**src/rtl/fault_capture_pkg.sv**
```systemverilog
package fault_capture_pkg;
  localparam int unsigned FLAG_W  = 4;
  localparam int unsigned CODE_W  = 3;
  localparam int unsigned LVL_W   = 2;
  localparam int unsigned ADDR_W  = 64;
  localparam int unsigned REG_W   = 32;
  localparam int unsigned STAT_W  = 14;
  localparam int unsigned OFF_W   = 8;

  localparam logic [OFF_W-1:0] OFF_STATUS  = 8'h20;
  localparam logic [OFF_W-1:0] OFF_ADDR_LO = 8'h30;
  localparam logic [OFF_W-1:0] OFF_ADDR_HI = 8'h34;

  typedef struct packed {
    logic [LVL_W-1:0]  level;
    logic [CODE_W-1:0] code;
    logic [FLAG_W-1:0] flags;
  } fault_info_t;

  // Place the four flags and the code/level fields into the status layout.
  function automatic logic [STAT_W-1:0] pack_status(fault_info_t f);
    logic [STAT_W-1:0] s;
    s        = '0;
    s[2:0]   = f.flags[2:0];
    s[4]     = f.flags[3];
    s[10:8]  = f.code;
    s[13:12] = f.level;
    return s;
  endfunction
endpackage

```
**src/rtl/fault_ctx_slot.sv**
```systemverilog
module fault_ctx_slot
  import fault_capture_pkg::*;
(
  input  logic                clk,
  input  logic                rst_n,
  input  logic                hit,
  input  fault_info_t         info,
  input  logic [ADDR_W-1:0]   addr_in,
  input  logic                clr,
  input  logic                irq_en,
  output logic [STAT_W-1:0]   stat,
  output logic [ADDR_W-1:0]   addr_q,
  output logic                irq
);
  fault_info_t held_q;
  logic        busy;
  logic        take;

  assign busy = |held_q.flags;
  assign take = hit && (|info.flags);

  always_ff @(posedge clk) begin
    if (!rst_n) begin
      held_q <= '0;
      addr_q <= '0;
    end else if (take) begin
      if (busy && !clr) begin
        held_q.flags <= held_q.flags | info.flags;
      end else begin
        held_q <= info;
        addr_q <= addr_in;
      end
    end else if (clr) begin
      held_q <= '0;
      addr_q <= '0;
    end
  end

  assign stat = pack_status(held_q);
  assign irq  = irq_en && busy;
endmodule

```
**src/rtl/fault_reg_mux.sv**
```systemverilog
module fault_reg_mux
  import fault_capture_pkg::*;
#(
  parameter int unsigned NCTX = 4,
  localparam int unsigned CW  = (NCTX > 1) ? $clog2(NCTX) : 1
) (
  input  logic [NCTX-1:0][STAT_W-1:0] stat_all,
  input  logic [NCTX-1:0][ADDR_W-1:0] addr_all,
  input  logic [CW-1:0]               sel_ctx,
  input  logic [OFF_W-1:0]            sel_off,
  output logic [REG_W-1:0]            rdata
);
  logic [STAT_W-1:0] s;
  logic [ADDR_W-1:0] a;
  logic              in_range;

  assign in_range = 32'(sel_ctx) < NCTX;

  always_comb begin
    s = '0;
    a = '0;
    for (int i = 0; i < NCTX; i++) begin
      if (in_range && sel_ctx == CW'(i)) begin
        s = stat_all[i];
        a = addr_all[i];
      end
    end
    case (sel_off)
      OFF_STATUS:  rdata = {{(REG_W-STAT_W){1'b0}}, s};
      OFF_ADDR_LO: rdata = a[REG_W-1:0];
      OFF_ADDR_HI: rdata = a[ADDR_W-1:REG_W];
      default:     rdata = '0;
    endcase
  end
endmodule

```
**src/rtl/fault_irq_merge.sv**
```systemverilog
module fault_irq_merge #(
  parameter int unsigned NCTX = 4
) (
  input  logic            clk,
  input  logic            rst_n,
  input  logic [NCTX-1:0] src,
  output logic            merged
);
  always_ff @(posedge clk) begin
    if (!rst_n) merged <= 1'b0;
    else        merged <= |src;
  end
endmodule

```
**src/rtl/fault_capture.sv**
```systemverilog
module fault_capture
  import fault_capture_pkg::*;
#(
  parameter int unsigned NCTX = 4,
  localparam int unsigned CW  = (NCTX > 1) ? $clog2(NCTX) : 1
) (
  input  logic              clk,
  input  logic              rst_n,
  input  logic              flt_valid,
  output logic              flt_ready,
  input  logic [CW-1:0]     flt_ctx,
  input  logic [3:0]        flt_flags,
  input  logic [2:0]        flt_code,
  input  logic [1:0]        flt_level,
  input  logic [63:0]       flt_addr,
  input  logic [NCTX-1:0]   ctx_irq_en,
  input  logic              reg_wr,
  input  logic [CW-1:0]     reg_ctx,
  input  logic [7:0]        reg_off,
  input  logic [31:0]       reg_wdata,
  output logic [31:0]       reg_rdata,
  output logic [NCTX-1:0]   ctx_irq,
  output logic              irq
);
  logic [NCTX-1:0][STAT_W-1:0] stat_w;
  logic [NCTX-1:0][ADDR_W-1:0] addr_w;
  fault_info_t                 info;
  logic                        zero_wr;

  assign flt_ready = 1'b1;
  assign info      = '{level: flt_level, code: flt_code, flags: flt_flags};
  assign zero_wr   = reg_wr && (reg_off == OFF_STATUS) && (reg_wdata == '0);

  for (genvar c = 0; c < NCTX; c++) begin : g_ctx
    logic hit_c, clr_c;
    assign hit_c = flt_valid && flt_ready && (flt_ctx == CW'(c));
    assign clr_c = zero_wr && (reg_ctx == CW'(c));

    fault_ctx_slot u_slot (
      .clk     (clk),
      .rst_n   (rst_n),
      .hit     (hit_c),
      .info    (info),
      .addr_in (flt_addr),
      .clr     (clr_c),
      .irq_en  (ctx_irq_en[c]),
      .stat    (stat_w[c]),
      .addr_q  (addr_w[c]),
      .irq     (ctx_irq[c])
    );
  end

  fault_reg_mux #(.NCTX(NCTX)) u_mux (
    .stat_all (stat_w),
    .addr_all (addr_w),
    .sel_ctx  (reg_ctx),
    .sel_off  (reg_off),
    .rdata    (reg_rdata)
  );

  fault_irq_merge #(.NCTX(NCTX)) u_merge (
    .clk    (clk),
    .rst_n  (rst_n),
    .src    (ctx_irq),
    .merged (irq)
  );
endmodule

```
**config.mk**
```make
export PLATFORM = sky130hd
export DESIGN_NAME = fault_capture
export DESIGN_NICKNAME = d
export VERILOG_FILES = /design/src/rtl/fault_capture_pkg.sv /design/src/rtl/fault_ctx_slot.sv /design/src/rtl/fault_reg_mux.sv /design/src/rtl/fault_irq_merge.sv /design/src/rtl/fault_capture.sv
export SDC_FILE = /design/constraint.sdc
export NUM_CORES = 1
export LEC_CHECK = 0
export ABC_AREA = 1
export ABC_CLOCK_PERIOD_IN_PS = 2150
export BUFFER_PORTS_ARGS = -buffer_cell sky130_fd_sc_hd__buf_2
export CAP_MARGIN = 40
export CORE_MARGIN = 2
export CORE_UTILIZATION = 50
export DETAILED_ROUTE_END_ITERATION = 6
export GPL_ROUTABILITY_DRIVEN = 0
export PLACE_DENSITY = 0.69
export SLEW_MARGIN = 30
export SYNTH_ARGS = -nofsm -noshare
export SYNTH_HDL_FRONTEND = slang
export SYNTH_SLANG_ARGS = --single-unit
```
**constraint.sdc**
```tcl
create_clock -name clk -period 2.15 [get_ports clk]
set_input_delay 0.215 -clock clk [delete_from_list [all_inputs] [get_ports clk]]
set_output_delay 0.215 -clock clk [all_outputs]
set_load 0.02 [all_outputs]
```
* Yosys cells after proc, flatten, opt, wreduce, memory -nomap -nowiden
Index checks and enable logic that the tools add are counted.
** Storage, ports and cells
- Bits of input ports :: 125
- Register bits after elaboration :: 293
** Operators by class
- Reduce and logical (&&, ||, !) cells :: 43
- Equality and inequality tests :: 13
- Multiplexer cells :: 37
- Bitwise logic cells :: 4
** Operators by type and width (number)
- $mux 64 :: 16
- $pmux 32 s3 :: 1
- $mux 9 :: 8
- $mux 14 :: 4
- $logic_not 32->1 :: 1
- $eq 8x6->1 const B :: 3
- $reduce_or 4->1 :: 6
- $logic_and 1x1->1 :: 22
- $mux 5 :: 4
- $mux 4 :: 4
- $or 4x4->4 :: 4
- $eq 2x2->1 const B :: 4
- $ne 2x2->1 const B :: 4
- $reduce_and 2->1 :: 4
- $reduce_bool 2->1 :: 4
- $eq 2x1->1 const B :: 2
- $logic_not 1->1 :: 4
- $logic_not 2->1 :: 2

* Depth between registers and ports, before layout
- Depth after elaboration :: 8
- Gate-level depth with buffers :: 12
- Mapped depth without buffers :: 10

* Hierarchy
A second synthesis with hierarchy kept.
** Unflattened totals
- Cells, all modules :: 3402
- Area total of the unflattened synthesis :: 19142.1 um^2
** By module, submodules not included
- fault_ctx_slot :: seq. area each 1461.4 um^2, times used 4, area each 3846.2 um^2, cells each 635
- fault_reg_mux :: seq. area each 0.0 um^2, times used 1, area each 3395.8 um^2, cells each 777
- fault_capture :: seq. area each 0.0 um^2, times used 1, area each 325.3 um^2, cells each 80
- fault_irq_merge :: seq. area each 20.0 um^2, times used 1, area each 36.3 um^2, cells each 5

* Worst setup path before layout
No wires, ideal clock.
- Path type :: input to output
- From :: input port reg_off[7]
- To :: output port reg_rdata[14]
- Path buffers :: 1
- Required time :: 1.935 ns
- Arrival :: 1.788 ns
- Stages :: 6
- Setup slack :: 0.147 ns
- Cells stage by stage :: nor2_1 > nand3_1 > nor2_1 > clkinv_1 > clkbuf_1 > o21ai_0
** Between the ends
- Longest elaborated chain between the ends :: 2
** Ends and longest elaborated chain
- from (decl) :: line fault_capture.sv:19 : input logic [7:0] reg_off,
- $eq 8x6->1 :: line fault_reg_mux.sv:28 : case (sel_off)
- $pmux 32 s3 (*) :: line fault_reg_mux.sv:28
- to (decl) :: line fault_capture.sv:21 : output logic [31:0] reg_rdata,
Every way passes the cells marked *; elsewhere a longest branch is shown, timed or not.

* Worst setup path in the final report
- From :: input port reg_ctx[1]
- To :: output port reg_rdata[30]
** Between the ends
- Longest elaborated chain between the ends :: 6
** Ends and longest elaborated chain
- from (decl) :: line fault_capture.sv:18 : input logic [CW-1:0] reg_ctx,
- $logic_not 2->1 :: line fault_reg_mux.sv:23 : if (in_range && sel_ctx == CW'(i)) begin
- $mux 64 (3 in series) :: line fault_reg_mux.sv:23
- $mux 64 (*) :: line fault_reg_mux.sv:23
- $pmux 32 s3 (*) :: line fault_reg_mux.sv:28
Marks and branches as above.

==> impl_metrics.env <==
export IMPL_setup_viol=0
export IMPL_finalHoldViolCount=0
export IMPL_period_share_pct=99.20
export IMPL_h_tree_depth=2
export IMPL_fin_nets=2678
export IMPL_clock_latency_ns=0.52
export IMPL_clock_sinks=293
export IMPL_relSlewSlack_pct=55.92
export IMPL_syn_avg_cell_area_um2=6.220
export IMPL_dp_hpwl_um=35670
export IMPL_postSynthCellCount=2481
export IMPL_synth_flop_cell="dfxtp_1"
export IMPL_dp_slack_ns=-0.1086
export IMPL_holdPathEnd="g_ctx[1].u_slot.stat[4]"
export IMPL_viasPerCell=5.893
export IMPL_async_flop_share_pct=0
export IMPL_drc=0
export IMPL_p_leak_nw=8.291
export IMPL_ys_top_cells_by_count="nor2_1, nand2_1, nand3_1, a21oi_1, dfxtp_1"
export IMPL_start_kind="primary input"
export IMPL_cts_path_max_buffers=3
export IMPL_cts_root_buf="clkbuf_16"
export IMPL_r2r_end="g_ctx[2].u_slot.stat[10]"
export IMPL_fp_dieW_um=179.7
export IMPL_endpoint_kind="output pin"
export IMPL_first_pass_iters=6
export IMPL_r2r_start="g_ctx[2].u_slot.stat[0]"
export IMPL_synth_top_area_share_pct=38.01
export IMPL_wirelength_um=57820
export IMPL_ir_drop_mv=0.6396
export IMPL_final_setup_skew_ns=0.01682
export IMPL_antenna_found_initial=1
export IMPL_die_y_um=179.7
export IMPL_vias=17500
export IMPL_pwr_density_cell_nw_per_um2=738.9
export IMPL_post_cts_buffers=0
export IMPL_core_um2=30510
export IMPL_ys_warn_count=0
export IMPL_synth_seq_area_share_pct=38.01
export IMPL_cts_clk_slew_worst_paths_ns=0.06
export IMPL_worstPathRequired_ns=1.93
export IMPL_rsz0062_at_grt="yes"
export IMPL_ant_nets=0
export IMPL_drt_iter0_drc=2059
export IMPL_cp_arrival_ns=1.92
export IMPL_synth_edf_count=0
export IMPL_rows=64
export IMPL_layout_setup_ws_ns=0.01723
export IMPL_crit_fanout=22
export IMPL_r2r_cells=7
export IMPL_worstHoldStart="flt_flags[3]"
export IMPL_holdPathStages=3
export IMPL_yosys_area_top_type="dfxtp_1"
export IMPL_cts_buffers=34
export IMPL_num_antenna_cells=0
export IMPL_track_usage_pct=34.96
export IMPL_timing_setup_tns_ns=0
export IMPL_grt_pass1_vias=16150
export IMPL_total_power_mw=13.50
export IMPL_cts_hold_buf=0
export IMPL_synth_top_cells_by_area="dfxtp_1, nor2_1, nand3_1, a21oi_1, nand2_1"
export IMPL_drv_cap=0
export IMPL_initial_core_util_pct=50.58
export IMPL_grt_remaining_overflow=0
export IMPL_pin_count=163
export IMPL_fill_cells=2937
export IMPL_grt_max_degree=94
export IMPL_synth_cell_types=27
export IMPL_grt_pass1_wl_um=91180
export IMPL_dieArea_um2=32290
export IMPL_drive_gt1_share_pct=12.82
export IMPL_status="finished, final reports clean"
export IMPL_final_util_pct=59.89
export IMPL_synth_seq_cells=293
export IMPL_yosysMostFrequentCell="nor2_1"
export IMPL_tritoncts="yes"
export IMPL_hold_path_class="in2reg"
export IMPL_synth_fp_nets=2606
export IMPL_io_buffers=161
export IMPL_r2r_slack_ns=0.40
export IMPL_netlist_area_um2=15430
export IMPL_fmax_mhz=468.9
export IMPL_path_class="in2out"
export IMPL_period_needed_ns=2.133
export IMPL_area_growth_pct=18.40
export IMPL_final_max_slew_viol_count=0
export IMPL_worstMarginPinSlew_ns=0.6611
export IMPL_wl_per_cell_um=19.47
cells in the final DEF (no fill, tap or decap), drive strengths merged:
| master | n |
|---|---|
| o2111ai | 1 |
| a41oi | 1 |
| dfxtp | 293 |
| a22o | 2 |
| nor3 | 5 |
| clkinvlp | 2 |
| nand4 | 5 |
| inv | 231 |
| nor2b | 1 |
| a21oi | 303 |
| nand2 | 364 |
| o221ai | 8 |
| o211ai | 22 |
| bufinv | 5 |
| nor2 | 487 |
| clkinv | 4 |
| clkbuf | 47 |
| nand3 | 306 |
| or2 | 2 |
| o21ai | 194 |
| conb | 1 |
| o22ai | 38 |
| buf | 252 |
state kept, by name (all words and copies together), names as in the netlist:
signal / flops
g_ctx.u_slot.addr_q: 256
g_ctx.u_slot.stat: 36
u_merge.merged: 1
cells by family (layout without fill, tap and decap cells):
group,after synthesis,after routing,share of synthesized area [%]
simple gates,1170,1170,31.26
compound gates,569,569,19.41
buf+inv,448,541,11.30
flops,293,293,38.01
other cells,1,1,0.02430
worst max-delay path, stage by stage:
cell,delay (ns)
buf_2,0.22
buf_4,0.20
nand2_4,0.15
buf_12,0.21
buf_12,0.16
o21ai_0,0.06
o21ai_0,0.17
o21ai_0,0.29
buf_2,0.22
worst max-delay path by stage:
stage                                           from             to  slack [ns]
after floorplan                           reg_off[7]  reg_rdata[14]        0.15
after global placement                    reg_ctx[1]   reg_rdata[5]       -0.11
after detailed placement                  reg_ctx[1]   reg_rdata[5]       -0.11
after CTS                 g_ctx[0].u_slot.addr_q[24]  reg_rdata[24]       0.003
after global routing      g_ctx[0].u_slot.addr_q[24]  reg_rdata[24]       -0.03
final                                     reg_ctx[1]  reg_rdata[30]        0.02
metal layers:
metal | track usage, % | routed length (um) | vias up
met5 | 0 | 9 | -
met4 | 12.03 | 1922 | 2
met3 | 5.308 | 6551 | 152
met2 | 56.41 | 25910 | 1086
met1 | 47.78 | 23430 | 8081
li1 | - | - | 8182
metrics by stage:
step | instance area, um2 | hold WS (ns) | cells
floorplan | 15430 | 0.3794 | 2481
global placement | 17070 | 0.4530 | 2913
detailed placement | 17070 | 0.4550 | 2913
CTS | 18230 | 0.01767 | 2970
global route | 18270 | 0.03297 | 2970
finish | 18270 | 0.02542 | 2970
what timing repair did:
item	CTS	global route
endpoints found under the hold margin	0	0
gates resized for setup	2	21
endpoints found under the setup margin	2	14
pin swaps	0	1
area by class of cell:
type	instances	area [um2]	share of cell area, %
flip-flops and latches	293	5866	32.10
inverters	232	873.3	4.780
multi-input cells	1740	7904	43.26
clock inverters	10	183.9	1.007
clock buffers	47	980.9	5.368
well taps	396	495.5	2.712
repair buffers	252	1969	10.78
report_power, final:
group	internal [mW]	total, mW	switching (mW)
registers	5.60	5.67	0.0719
logic	0.575	1.71	1.13
clock network	3.78	6.13	2.35
total	9.95	13.5	3.55
No activity file was read; power rests on OpenSTA's default activity.
